File: config.mk
export PLATFORM = sky130hd
export DESIGN_NAME = scl_wave_gen
export DESIGN_NICKNAME = d
export VERILOG_FILES = /design/src/rtl/scl_gen_pkg.sv /design/src/rtl/scl_cfg_hold.sv /design/src/rtl/scl_phase_len.sv /design/src/rtl/scl_phase_seq.sv /design/src/rtl/scl_wave_gen.sv
export SDC_FILE = /design/constraint.sdc
export NUM_CORES = 1
export LEC_CHECK = 0
export BUFFER_PORTS_ARGS = -buffer_cell sky130_fd_sc_hd__buf_4
export CORE_UTILIZATION = 40
export DETAILED_ROUTE_END_ITERATION = 8
export GPL_ROUTABILITY_DRIVEN = 0
export PLACE_DENSITY = 0.68
export SLEW_MARGIN = 40
export SYNTH_ARGS = -nofsm -noshare
export SYNTH_HDL_FRONTEND = slang
export SYNTH_HIERARCHICAL = 1
export SYNTH_SLANG_ARGS = --single-unit
File: constraint.sdc
create_clock -name clk -period 4.6 [get_ports clk]
set_input_delay 0.92 -clock clk [delete_from_list [all_inputs] [get_ports clk]]
set_output_delay 0.92 -clock clk [all_outputs]
set_load 0.005 [all_outputs]
File: src/rtl/scl_gen_pkg.sv
// Package: shared types for the SCL waveform generator.
// Assumes: nothing beyond IEEE 1800-2017.
package scl_gen_pkg;
    typedef enum logic [1:0] {
        PH_IDLE = 2'd0,
        PH_LOW  = 2'd1,
        PH_HIGH = 2'd2
    } phase_e;
endpackage

File: src/rtl/scl_cfg_hold.sv
// Module: scl_cfg_hold
// Holds the active configuration word. It captures the requested word only
// when the sequencer pulses `load`, so a running period never sees a change.
// Assumes: load is high for one cycle at the start of each period.
module scl_cfg_hold #(
    parameter int CFG_W = 19
) (
    input  logic             clk,
    input  logic             rst_n,
    input  logic             load,
    input  logic [CFG_W-1:0] cfg_in,
    output logic [CFG_W-1:0] cfg_act
);
    // Capture the requested configuration at period boundaries only.
    always_ff @(posedge clk) begin
        if (!rst_n)
            cfg_act <= '0;
        else if (load)
            cfg_act <= cfg_in;
    end
endmodule

File: src/rtl/scl_phase_len.sv
// Module: scl_phase_len
// Computes one phase length, (div << shamt) + 4, and its midpoint.
// The shift is a staged barrel shifter, one stage per exponent bit.
// Assumes: LEN_W is wide enough for the largest shifted divider plus 4.
module scl_phase_len #(
    parameter int DIV_W = 8,
    parameter int EXP_W = 3,
    parameter int LEN_W = DIV_W + (1 << EXP_W)
) (
    input  logic [DIV_W-1:0] div,
    input  logic [EXP_W-1:0] shamt,
    output logic [LEN_W-1:0] len,
    output logic [LEN_W-1:0] mid
);
    logic [LEN_W-1:0] stage [EXP_W+1];

    assign stage[0] = LEN_W'(div);

    // One barrel stage per exponent bit: shift by 2^k when bit k is set.
    for (genvar k = 0; k < EXP_W; k++) begin : g_shift
        assign stage[k+1] = shamt[k] ? (stage[k] << (1 << k)) : stage[k];
    end

    // Fixed four-cycle overhead, then halve for the strobe position.
    assign len = stage[EXP_W] + LEN_W'(4);
    assign mid = len >> 1;
endmodule

File: src/rtl/scl_phase_seq.sv
// Module: scl_phase_seq
// Phase sequencer: idle, then low and high phases in turn, each counted to its
// length. It requests a configuration load at every period start. It drives a
// registered SCL level and decodes the four strobes from its state.
// Assumes: lengths are at least 4 and stay stable within a period.
module scl_phase_seq
    import scl_gen_pkg::*;
#(
    parameter int LEN_W = 16
) (
    input  logic             clk,
    input  logic             rst_n,
    input  logic             enable,
    input  logic [LEN_W-1:0] len_low,
    input  logic [LEN_W-1:0] len_high,
    input  logic [LEN_W-1:0] mid_low,
    input  logic [LEN_W-1:0] mid_high,
    output logic             load,
    output logic             scl_o,
    output logic             fall_stb,
    output logic             change_stb,
    output logic             rise_stb,
    output logic             sample_stb,
    output logic [LEN_W-1:0] cnt
);
    phase_e           phase, phase_nx;
    logic [LEN_W-1:0] cnt_nx;
    logic [LEN_W-1:0] cur_len;
    logic             last;
    logic             scl_q;

    // Length of the phase in progress and its final-cycle flag.
    always_comb begin
        cur_len = (phase == PH_HIGH) ? len_high : len_low;
        last    = (cnt == cur_len - LEN_W'(1));
    end

    // Next-state logic: disable forces idle; otherwise step or switch phase.
    always_comb begin
        phase_nx = phase;
        cnt_nx   = cnt + LEN_W'(1);
        if (!enable) begin
            phase_nx = PH_IDLE;
            cnt_nx   = '0;
        end else begin
            case (phase)
                PH_IDLE: begin
                    phase_nx = PH_LOW;
                    cnt_nx   = '0;
                end
                PH_LOW: begin
                    if (last) begin
                        phase_nx = PH_HIGH;
                        cnt_nx   = '0;
                    end
                end
                PH_HIGH: begin
                    if (last) begin
                        phase_nx = PH_LOW;
                        cnt_nx   = '0;
                    end
                end
                default: begin
                    phase_nx = PH_IDLE;
                    cnt_nx   = '0;
                end
            endcase
        end
    end

    // A new period begins on this edge: take the requested configuration.
    assign load = enable && ((phase == PH_IDLE) || ((phase == PH_HIGH) && last));

    // State, counter and SCL level registers.
    always_ff @(posedge clk) begin
        if (!rst_n) begin
            phase <= PH_IDLE;
            cnt   <= '0;
            scl_q <= 1'b1;
        end else begin
            phase <= phase_nx;
            cnt   <= cnt_nx;
            scl_q <= (phase_nx != PH_LOW);
        end
    end

    // Strobe decode from registered state only.
    always_comb begin
        scl_o      = scl_q;
        fall_stb   = (phase == PH_LOW)  && (cnt == '0);
        change_stb = (phase == PH_LOW)  && (cnt == mid_low);
        rise_stb   = (phase == PH_HIGH) && (cnt == '0);
        sample_stb = (phase == PH_HIGH) && (cnt == mid_high);
    end
endmodule

File: src/rtl/scl_wave_gen.sv
// Module: scl_wave_gen (top)
// SCL waveform generator. A configuration hold register feeds two length
// units (low and high phase), and a sequencer counts the phases.
// Assumes: a single clock domain; enable and cfg_word are synchronous to clk.
module scl_wave_gen #(
    parameter int DIV_W = 8,
    parameter int EXP_W = 3
) (
    input  logic                     clk,
    input  logic                     rst_n,
    input  logic                     enable,
    input  logic [2*DIV_W+EXP_W-1:0] cfg_word,
    output logic                     scl_o,
    output logic                     fall_stb,
    output logic                     change_stb,
    output logic                     rise_stb,
    output logic                     sample_stb
);
    localparam int CFG_W = 2 * DIV_W + EXP_W;
    localparam int LEN_W = DIV_W + (1 << EXP_W);

    logic [CFG_W-1:0] cfg_act;
    logic             cfg_load;
    logic [EXP_W-1:0] cfg_exp;
    logic [DIV_W-1:0] div_sel [2];
    logic [LEN_W-1:0] len_sel [2];
    logic [LEN_W-1:0] mid_sel [2];
    logic [LEN_W-1:0] seq_cnt;

    scl_cfg_hold #(.CFG_W(CFG_W)) u_hold (
        .clk     (clk),
        .rst_n   (rst_n),
        .load    (cfg_load),
        .cfg_in  (cfg_word),
        .cfg_act (cfg_act)
    );

    // Field split: index 0 is the low phase, index 1 is the high phase.
    assign div_sel[0] = cfg_act[DIV_W-1:0];
    assign div_sel[1] = cfg_act[2*DIV_W-1:DIV_W];
    assign cfg_exp    = cfg_act[CFG_W-1:2*DIV_W];

    // One length unit per phase; both share the exponent.
    for (genvar g = 0; g < 2; g++) begin : g_len
        scl_phase_len #(.DIV_W(DIV_W), .EXP_W(EXP_W), .LEN_W(LEN_W)) u_len (
            .div   (div_sel[g]),
            .shamt (cfg_exp),
            .len   (len_sel[g]),
            .mid   (mid_sel[g])
        );
    end

    scl_phase_seq #(.LEN_W(LEN_W)) u_seq (
        .clk        (clk),
        .rst_n      (rst_n),
        .enable     (enable),
        .len_low    (len_sel[0]),
        .len_high   (len_sel[1]),
        .mid_low    (mid_sel[0]),
        .mid_high   (mid_sel[1]),
        .load       (cfg_load),
        .scl_o      (scl_o),
        .fall_stb   (fall_stb),
        .change_stb (change_stb),
        .rise_stb   (rise_stb),
        .sample_stb (sample_stb),
        .cnt        (seq_cnt)
    );
endmodule

# [Word level (Yosys, flattened, before mapping)]
# Index checks and enable logic that the tools add are counted.
# Widths: inputs -> output; s select.
[totals] ff_bits=38 out_inout_bits=5 in_bits=22 wordCells=39
[op_classes] addsub=4 bitwise=3 n_mux=11 eq_ne=6 n_reduce_logical=11
[ops] operator="$mux 16" count=5
[ops] operator="$add 16x3->16 const B" count=2
[ops] operator="$eq 16x15->1" count=2
[ops] operator="$mux 9" count=2
[ops] operator="$add 16x1->16 const B" count=1
[ops] operator="$eq 16x16->1" count=1
[ops] operator="$logic_not 16->1" count=1
[ops] operator="$sub 16x1->16 const B" count=1
[ops] operator="$logic_and 1x1->1" count=6
[ops] operator="$mux 2" count=3
[ops] operator="$pmux 2 s3" count=1
[ops] operator="$reduce_or 4->1" count=1
[ops] operator="$not 1->1" count=3
[ops] operator="$eq 2x1->1 const B" count=1
[ops] operator="$eq 2x2->1 const B" count=1
[ops] operator="$logic_not 2->1" count=1
[ops] operator="$ne 2x1->1 const B" count=1
[ops] operator="$reduce_or 2->1" count=1
[ops] operator="$logic_or 1x1->1" count=1

# [Logic depth before layout (Yosys ltp)]
[logic_depth] depth_word=11 mapped_depth=23 mapped_depth_nobuf=19

# [Cells and area by module]
# The synthesis kept the hierarchy.
[by_module_without_submodules] mod="scl_phase_seq" seq_area_each_um2=380.4 cells_per_inst=277 area_each_um2=2212.1 instances=1
[by_module_without_submodules] mod="scl_phase_len" seq_area_each_um2=0.0 cells_per_inst=110 area_each_um2=787.0 instances=2
[by_module_without_submodules] mod="scl_cfg_hold" seq_area_each_um2=380.4 cells_per_inst=60 area_each_um2=724.4 instances=1

# [Worst setup path after synthesis]
# Ideal clock, no wire load.
[synth_timing] path_type="register -> register" start="reg u_hold.cfg_act[17]" end="reg u_hold.cfg_act[10]" required_time_ns=4.484 period_less_slack_ns=4.407 setup_time_ns=0.116 arrival_time_ns=4.291 setup_slack_ns=0.193 stages_incl_launch_ff=24 path_buffers=4 cell_sequence="dfxtp_1 buf_6 buf_6 mux2i_2 nor2_1 a21oi_1 nor2_1 ha_1 and4_1 a41oi_4 nor3_2 xor2_1 mux2i_1 or3b_1 a222oi_1 xor2_1 a31oi_1 a211oi_4 a31oi_1 nor2b_1 buf_6 buf_12 mux2i_1 nor2b_1"
[synth_rtl] element="start, declared" line="scl_cfg_hold.sv:12" text="output logic [CFG_W-1:0] cfg_act"
[synth_rtl] element="start signal, assigned" line="scl_cfg_hold.sv:19" text="cfg_act <= cfg_in;"

==> results.sh <==
export IMPL_status="completed"
export IMPL_cts_made_buffers=5
export IMPL_skew_ns=0.00798
export IMPL_wire_per_inst_um=16.4
export IMPL_path_delay_family="compound AO/OA/AOI/OAI gates"
export IMPL_critPathArrivalTime_ns=4.59
export IMPL_overflow=0
export IMPL_antenna_found_initial=0
export IMPL_drtIter0Drc=204
export IMPL_crit_slowest_cell="dfxtp_4"
export IMPL_ys_seq_elements=38
export IMPL_drtAntennaViolNets=0
export IMPL_ys_types=64
export IMPL_post_route_util_pct=47.1
export IMPL_synth_edff_count=0
export IMPL_die_w_um=108
export IMPL_dieArea_um2=11700
export IMPL_critPathLaunchType="flip-flop"
export IMPL_clock_path_buffers=2
export IMPL_firstDrtPassIters=7
export IMPL_num_vias=3932
export IMPL_cp_max_fo=9
export IMPL_async_flop_share_pct=0
export IMPL_max_vdd_ir_drop_mv=0.208
export IMPL_drc=0
export IMPL_hold_viol_final=0
export IMPL_tightest_slew_ns=0.697
export IMPL_grt_pass1_wl_um=18000
export IMPL_slew_headroom_pct=53.5
export IMPL_fin_crit_sh_pct=95.7
export IMPL_io_pins=27
export IMPL_synth_avg_cell_area_um2=8.10
export IMPL_crit_chain="mux2i_4 > nor2_1 > a21oi_2 > nor2_2 > ha_2 > and4_4 > a41oi_4 > nor3_2 > xor2_1 > mux2i_1 > or3b_1 > a222oi_1 > xor2_1 > a31oi_2 > a211oi_4 > a31oi_2 > nor2b_4 > clkbuf_16 > mux2i_1 > nor2b_1"
export IMPL_crit_type="flip-flop to flip-flop"
export IMPL_port_buffers=26
export IMPL_grt_usage_pct=19.4
export IMPL_yosysSeqAreaShare_pct=16.9
export IMPL_rows=38
export IMPL_crit_buf_inv=1
export IMPL_power_w=0.00116
export IMPL_diodes=0
export IMPL_max_stage_delay_ns=0.42
export IMPL_h_tree_depth=2
export IMPL_critPathRequiredTime_ns=4.79
export IMPL_netlist_instances=557
export IMPL_clock_latency_ns=0.29
export IMPL_dp_hpwl_um=8100
export IMPL_fin_crit_ns=4.40
export IMPL_grt_max_degree=32
export IMPL_cts_sinks=38
export IMPL_cp_end_kind="flip-flop"
export IMPL_synth_area_um2=4510
export IMPL_mostFrequentLayoutCell="buf_4"
export IMPL_power_density_nw_per_um2=225
export IMPL_power_leakage_nw=2.05
export IMPL_fin_nets=593
export IMPL_maxCapViolations=0
export IMPL_rsz0062_at_grt="yes"
export IMPL_final_setup_viol_count=0
export IMPL_cts_root_buffer_cell="clkbuf_16"
export IMPL_coreArea_um2=10900
export IMPL_synthFlopType="dfxtp_1"
export IMPL_path_clk_slew_ns=0.06
export IMPL_drv_slew=0
export IMPL_first_global_vias=3632
export IMPL_yosysWarnings=6
export IMPL_syn2layout_area_growth_pct=14.1
export IMPL_die_y_um=108
export IMPL_drive_above_1_share_pct=25.4
export IMPL_max_freq_ghz=0.227
export IMPL_drt_total_wl_um=11500
export IMPL_initial_core_util_pct=41.2
export IMPL_final_cell_mix="58 x buf_4, 53 x xor2_1, 46 x nor2_1"
export IMPL_cts_tree="built"
export IMPL_finalSetupTns_ns=0
export IMPL_hold_path_class="flip-flop to flip-flop"
export IMPL_routed_via_density=5.59
export IMPL_postCtsHoldBufs=0
cell families after synthesis:
family / count (synthesis) / synth area share, %
other: 2 / 0.166
adders and majority gates: 9 / 2.50
and+or+nand+nor: 213 / 26.5
buffers and inverters: 86 / 12.4
muxes: 59 / 13.6
xor gates and xnor gates: 84 / 16.3
AOI/OAI and AO/OA: 66 / 11.7
DFF: 38 / 16.9
area by class of cell:
type                            count  area, µm²
Fill cell                        1053       5790
Multi-Input combinational cell    437       3380
Sequential cell                    38        772
Timing Repair Buffer               65        571
Tap cell                          140        175
Clock buffer                        6        139
Clock inverter                      2       60.1
Inverter                           15       56.3
state kept, by name (all words and copies together), names as in the netlist:
register	count
u_hold/cfg_act	19
u_seq/cnt	16
u_seq/phase	2
u_seq/scl_o	1
per-layer routing:
metal	GRT usage, %	vias to the layer above	wire length (µm)
li1	-	1888	-
met1	26.0	1874	5150
met2	30.6	142	5440
met3	3.25	28	592
met4	7.73	0	321
met5	0	-	0
synthesized netlist by cell type (9+ instances only):
master,count,area share (%)
a21oi_1,16,1.8
buf_4,35,5.8
buf_6,11,2.7
clkbuf_1,16,1.3
dfxtp_1,38,17
ha_1,9,2.5
inv_1,15,1.2
mux2i_1,49,11
nand2_1,37,3.1
nand3_1,16,1.8
nor2_1,49,4.1
nor2b_1,22,3.1
nor3_1,18,2.0
nor3b_1,9,1.5
nor4_1,11,1.5
o21ai_0,9,1.0
xnor2_1,31,6.0
xor2_1,53,10
metrics by stage:
step | hold WS, ns | cells | area (µm²) | setup slack (ns)
CTS | 0.531 | 686 | 4790 | 0.00174
floorplan | 0.473 | 561 | 4530 | 0.193
global placement | 0.492 | 678 | 4570 | 0.126
global route | 0.543 | 703 | 5150 | -0.0311
detailed placement | 0.518 | 678 | 4570 | 0.0122
finish | 0.525 | 703 | 5150 | 0.200
worst register-to-register path: stages (launching register included):
cell,delay (ns)
dfxtp_4,0.42
mux2i_4,0.26
nor2_1,0.08
a21oi_2,0.18
nor2_2,0.08
ha_2,0.22
and4_4,0.17
a41oi_4,0.25
nor3_2,0.10
xor2_1,0.15
mux2i_1,0.09
or3b_1,0.39
a222oi_1,0.40
xor2_1,0.20
a31oi_2,0.13
a211oi_4,0.29
a31oi_2,0.17
nor2b_4,0.25
clkbuf_16,0.21
mux2i_1,0.19
nor2b_1,0.06
power breakdown:
part           internal, W  switching [W]  total, W
Clock             0.000325       0.000138  0.000464
Sequential        0.000341      0.0000189  0.000359
Combinational     0.000154       0.000183  0.000336
final timing paths:
| kind | cells past startpoint | from | end | slack, ns |
|---|---|---|---|---|
| setup / recovery | 20 | u_hold/cfg_act[17]$_SDFFE_PN0P_ | u_hold/cfg_act[16]$_SDFFE_PN0P_ | 0.20 |
| hold / removal | 1 | u_seq/phase[0]$_SDFF_PN0_ | u_seq/phase[0]$_SDFF_PN0_ | 0.53 |
| setup reg to reg | 20 | u_hold/cfg_act[17]$_SDFFE_PN0P_ | u_hold/cfg_act[16]$_SDFFE_PN0P_ | 0.20 |
| hold reg to reg | 1 | u_seq/phase[0]$_SDFF_PN0_ | u_seq/phase[0]$_SDFF_PN0_ | 0.53 |
timing repair:
item	in CTS	in global routing
hold endpoints to repair	0	0
buffers inserted	0	15
setup endpoints to repair	5	29
pin swaps	0	11
cloned	0	2
gates resized for setup	4	43
(Power assumes the default switching activity.)
